**config.mk**
```make
export PLATFORM = sky130hd
export DESIGN_NAME = evtag_gen
export DESIGN_NICKNAME = d
export VERILOG_FILES = /design/src/rtl/evtag_pkg.sv /design/src/rtl/evtag_scaler.sv /design/src/rtl/evtag_xfer_fsm.sv /design/src/rtl/evtag_tag_fmt.sv /design/src/rtl/evtag_gen.sv
export SDC_FILE = /design/constraint.sdc
export NUM_CORES = 1
export LEC_CHECK = 0
export BUFFER_PORTS_ARGS = -buffer_cell sky130_fd_sc_hd__buf_2
export CAP_MARGIN = 20
export CORE_MARGIN = 2
export CORE_UTILIZATION = 50
export CTS_CLUSTER_SIZE = 28
export DETAILED_ROUTE_END_ITERATION = 16
export PLACE_DENSITY = 0.75
export SYNTH_ARGS = -nofsm -noshare
export SYNTH_HDL_FRONTEND = slang
export SYNTH_SLANG_ARGS = --single-unit
```
**constraint.sdc**
```tcl
create_clock -name clk -period 1.7 [get_ports clk]
set_input_delay 0.085 -clock clk [delete_from_list [all_inputs] [get_ports clk]]
set_output_delay 0.085 -clock clk [all_outputs]
set_load 0.005 [all_outputs]
```
**src/rtl/evtag_pkg.sv**
```systemverilog
package evtag_pkg;

    typedef enum logic {
        ST_IDLE  = 1'b0,
        ST_AWAIT = 1'b1
    } evtag_state_t;

endpackage

```
**src/rtl/evtag_scaler.sv**
```systemverilog
module evtag_scaler #(
    parameter int W = 40
) (
    input  logic         clk,
    input  logic         rst,
    input  logic         inc,
    output logic [W-1:0] count
);

    always_ff @(posedge clk) begin
        if (rst) begin
            count <= '0;
        end else if (inc) begin
            count <= count + 1'b1;
        end
    end

endmodule

```
**src/rtl/evtag_xfer_fsm.sv**
```systemverilog
module evtag_xfer_fsm
    import evtag_pkg::*;
(
    input  logic         clk,
    input  logic         rst,
    input  logic         l1_fire,
    input  logic         need_conf,
    input  logic         conf,
    input  logic         rej,
    output logic         xfer,
    output evtag_state_t state
);

    evtag_state_t state_nx;

    // state register
    always_ff @(posedge clk) begin
        if (rst) begin
            state <= ST_IDLE;
        end else begin
            state <= state_nx;
        end
    end

    // transitions: direct, hold, confirm, reject, wait
    always_comb begin
        state_nx = state;
        unique case (state)
            ST_IDLE: begin
                if (l1_fire && need_conf) begin
                    state_nx = ST_AWAIT;
                end
            end
            ST_AWAIT: begin
                if (rej || conf) begin
                    state_nx = ST_IDLE;
                end
            end
            default: state_nx = ST_IDLE;
        endcase
    end

    // outputs: a reject has priority over a simultaneous confirm
    always_comb begin
        xfer = 1'b0;
        unique case (state)
            ST_IDLE:  xfer = l1_fire && !need_conf;
            ST_AWAIT: xfer = conf && !rej;
            default:  xfer = 1'b0;
        endcase
    end

endmodule

```
**src/rtl/evtag_tag_fmt.sv**
```systemverilog
module evtag_tag_fmt #(
    parameter int CNT_W = 40,
    parameter int HI_W  = 12,
    parameter int LO_W  = 4
) (
    input  logic                 clk,
    input  logic                 rst,
    input  logic [CNT_W-1:0]     sd_cnt,
    input  logic [CNT_W-1:0]     xf_cnt,
    output logic [HI_W+LO_W-1:0] tag,
    output logic [CNT_W-1:0]     trig_num
);

    localparam int TAG_W = HI_W + LO_W;

    logic [TAG_W-1:0] tag_nx;

    assign tag_nx = {sd_cnt[HI_W-1:0], xf_cnt[LO_W-1:0]};

    always_ff @(posedge clk) begin
        if (rst) begin
            tag      <= '0;
            trig_num <= '0;
        end else begin
            tag      <= tag_nx;
            trig_num <= xf_cnt;
        end
    end

endmodule

```
**src/rtl/evtag_gen.sv**
```systemverilog
module evtag_gen
    import evtag_pkg::*;
#(
    parameter int CNT_W = 40,
    parameter int HI_W  = 12,
    parameter int LO_W  = 4
) (
    input  logic                 clk,
    input  logic                 rst,
    input  logic                 sdig_i,
    input  logic                 l1_fire_i,
    input  logic                 need_conf_i,
    input  logic                 conf_i,
    input  logic                 rej_i,
    output logic [HI_W+LO_W-1:0] tag_o,
    output logic [CNT_W-1:0]     trig_num_o
);

    localparam int N_SCL   = 2;
    localparam int IDX_SD  = 0;
    localparam int IDX_XF  = 1;

    evtag_state_t     state;
    logic             xfer;
    logic [N_SCL-1:0] scl_inc;
    logic [CNT_W-1:0] scl_cnt [N_SCL];
    logic [CNT_W-1:0] sd_cnt;
    logic [CNT_W-1:0] xf_cnt;

    evtag_xfer_fsm u_fsm (
        .clk       (clk),
        .rst       (rst),
        .l1_fire   (l1_fire_i),
        .need_conf (need_conf_i),
        .conf      (conf_i),
        .rej       (rej_i),
        .xfer      (xfer),
        .state     (state)
    );

    assign scl_inc[IDX_SD] = sdig_i;
    assign scl_inc[IDX_XF] = xfer;

    for (genvar g = 0; g < N_SCL; g++) begin : g_scl
        evtag_scaler #(.W(CNT_W)) u_scl (
            .clk   (clk),
            .rst   (rst),
            .inc   (scl_inc[g]),
            .count (scl_cnt[g])
        );
    end

    assign sd_cnt = scl_cnt[IDX_SD];
    assign xf_cnt = scl_cnt[IDX_XF];

    evtag_tag_fmt #(.CNT_W(CNT_W), .HI_W(HI_W), .LO_W(LO_W)) u_fmt (
        .clk      (clk),
        .rst      (rst),
        .sd_cnt   (sd_cnt),
        .xf_cnt   (xf_cnt),
        .tag      (tag_o),
        .trig_num (trig_num_o)
    );

endmodule

```
==> flow_summary.ini <==
[logic_synthesis]
ys_seq_area_frac = 0.540
syn_avg_cell_area_sq_um = 9.84
synth_area_leaders = dfxtp_1, nor2b_1, nor2_1
synth_top_family_by_area = simple AND/OR/NAND/NOR gates
yosys.area_share.xor_xnor = 0.0675
yosys.area_share.adder = 0.00642
synthSimpleGateAreaFrac = 0.279
yosysUniqueCellTypes = 40
async_reset_ff_frac = 0
synth-edff-count = 0
synth_top_area_share = 0.540
synth_cells = 396
syn_nets = 405
yosys.area.top_type = dfxtp_1
ys_ff_latch = 105
synth_compound_area_frac = 0.0508
netlist_area_sq_mm = 0.00389
synth.area.mux_share = 0.0257
synthFlopType = dfxtp_1
ys_warn_count = 0

[pwr]
power_density_mw_per_mm2 = 904
peakVddDrop_mv = 0.455
leakage_nw = 2.08
total_power_mw = 4.37

[cts]
cts_tree = done
cts_buffer_depth = 2
cts_buffers = 9
cts_root_buf = clkbuf_8
htreeDepth = 3
path_clk_slew_ns = 0.10
clock_latency_ns = 0.37
cts.sinks = 105

[outcome]
status = complete, but fails checks
violations = setup timing

[sta]
max_freq_mhz = 587
relSlewSlack = 0.783
fin_worst_skew_ns = 0.0114
hold_violations = 0
post-route-period-util = 1.00
setup_ws_ns = -0.00457
tns_ns = -0.00457
rsz0062_at_grt = yes
period_needed_ns = 1.70
setup_viol = 1
drv_slew = 0
worstMarginPinSlew_ns = 0.326

[placed_design]
gp_congestion = 0.843
place_hpwl_mm = 5.17
io_buffer_count = 62

[grt]
grt_pass1_wl_mm = 12.3
grtUsageMet1 = 0.239
use_met3 = 0.0518
antenna_found_initial = 0
overflow = 0
grt_util_all_layers = 0.181
grt.met2_usage = 0.283
busiest_layer = met2
grt_pass1_vias = 2733
grt_max_degree = 73

[cells_and_area]
drive_above_1_share = 0.274
layout.nets = 497
diodes = 0
syn_to_final_growth_pct = 24.0

[die]
start_util = 0.509
die_x_um = 92.3
die_h_um = 92.3
die-area_sq_mm = 0.00851
fp-row-count = 32
coreArea_sq_mm = 0.00765
ioPinCount = 63

[critical_path]
cp.required_ns = 1.96
path_class = register to register
slowest_delay_ns = 0.37
cp_max_fo = 10
path_delay_family = simple AND/OR/NAND/NOR gates
reg2reg_from = u_fsm.state
startpoint = u_fsm.state
arrival_ns = 1.96
cp_num_buf_inv = 2
worst_path_max_delay_cell = dfxtp_4
crit_chain = and3b_2, buf_12, o2111ai_4, buf_4, and3b_1, xnor2_1, nor2_1
worstSetupStartpointType = register
crit_path_end_kind = register

[worst_hold_path]
hold_path.class = primary input to register
hp-start = sdig_i

[routing]
via_count = 2949
finalWirelength_mm = 7.49
dr.pass1.iters = 4
first_iter_violations = 191
routed_via_density = 4.96
drc = 0
wl_per_cell_um = 12.6
ant_nets = 0

[run]
maxCapViolations = 0
-- final cells by class --
cell class              instances  area (sq um)
fillers                       668          2820
flip-flops and latches        105          2110
multi-input cells             267          1700
repair buffers                100           636
well taps                     102           128
clock buffers                   9           124
clock inverters                 7           113
inverters                       5          18.8
-- power by group --
part	leakage, nW	switching, mW	internal (mW)
Sequential	0.848	0.0110	2.47
Clock	0.115	0.900	0.862
Combinational	1.11	0.0708	0.0529
Total	2.08	0.982	3.39
-- registers in the layout, summed over array words and instances (netlist names) --
register           flops
u_fmt.tag             16
u_fsm.state            1
g_scl.u_scl.count     52
u_fmt.trig_num        36
-- cells in the mapped netlist, types with 2 or more instances --
cell / instances
buf_6: 2
buf_2: 2
inv_1: 5
buf_4: 4
dfxtp_1: 105
clkbuf_1: 8
nand4_1: 13
nand2_1: 21
and3_1: 10
a21oi_1: 14
and4_1: 3
buf_1: 3
nor2_1: 51
o21ai_0: 14
mux2_1: 8
and3b_1: 2
or3_1: 10
or2_2: 2
nand3_1: 13
xnor2_1: 17
ha_1: 2
nor2b_1: 48
xor2_1: 13
and4_4: 2
nor3_1: 9
-- cells in the final DEF (no fill, tap or decap), types with 5 or more instances in the layout --
cell type	synthesis	layout
nor3_1	9	8
and3_1	10	8
buf_2	2	62
inv_1	5	5
nor2b_1	48	48
clkbuf_8	0	9
nor2_1	51	51
xnor2_1	17	17
nand3_1	13	13
o21ai_0	14	14
buf_4	4	31
mux2_1	8	7
or3_1	10	9
dfxtp_1	105	102
xor2_1	13	13
nand4_1	13	13
a21oi_1	14	14
nand2_1	21	21
-- worst register-to-register path, cell delays in order, from the launching register on --
cell and delay [ns]:
dfxtp_4 0.37, and3b_2 0.24, buf_12 0.13, o2111ai_4 0.22
buf_4 0.23, and3b_1 0.20, xnor2_1 0.15, nor2_1 0.05
-- routing by layer --
metal | up-vias | wire [um]
met5 | - | 0
met4 | 0 | 123
met3 | 9 | 298
met2 | 56 | 3450
met1 | 1372 | 3620
li1 | 1512 | -
-- timing repair --
item | in CTS | in global routing
resized for setup | 4 | 12
pin swaps | 0 | 10
setup buffers | 0 | 5
cloned | 0 | 0
endpoints found under the hold margin | 2 | 0
endpoints found under the setup margin | 8 | 22
hold buffers | 3 | 0
-- worst paths after layout --
| path | slack (ns) | depth (start not counted) | endpoint |
|---|---|---|---|
| worst max register to register | -0.005 | 7 | g_scl[1].u_scl.count[14] |
| worst max-delay path | -0.005 | 7 | g_scl[1].u_scl.count[14] |
| worst min-delay path | 0.04 | 3 | g_scl[0].u_scl.count[0] |
| worst min register to register | 0.49 | 2 | u_fmt.trig_num[26] |
-- metrics by stage --
step	hold WS, ns	instance area, sq um	util	instances	setup slack (ns)
2_1_floorplan	0.166	3890	-	396	0.117
3_3_place_gp	0.320	4470	0.584	571	0.0409
3_5_place_dp	0.325	4470	0.584	571	-0.0125
4_1_cts	0.0261	4740	0.620	590	0.00698
5_1_grt	0.0693	4830	0.632	595	-0.0739
6_report	0.0392	4830	0.632	595	-0.00457
-- kinds of logic (layout without fill, tap and decap cells) --
kind of cell             after synthesis  count (layout)
AO/OA/AOI/OAI                         33              33
XOR/XNOR                              30              30
buffers and inverters                 24             121
adder cells (fa/ha/maj)                2               2
multiplexers                           9               9
AND/OR/NAND/NOR                      193             193
flip-flops                           105             105
No activity file was read; power rests on OpenSTA's default activity.
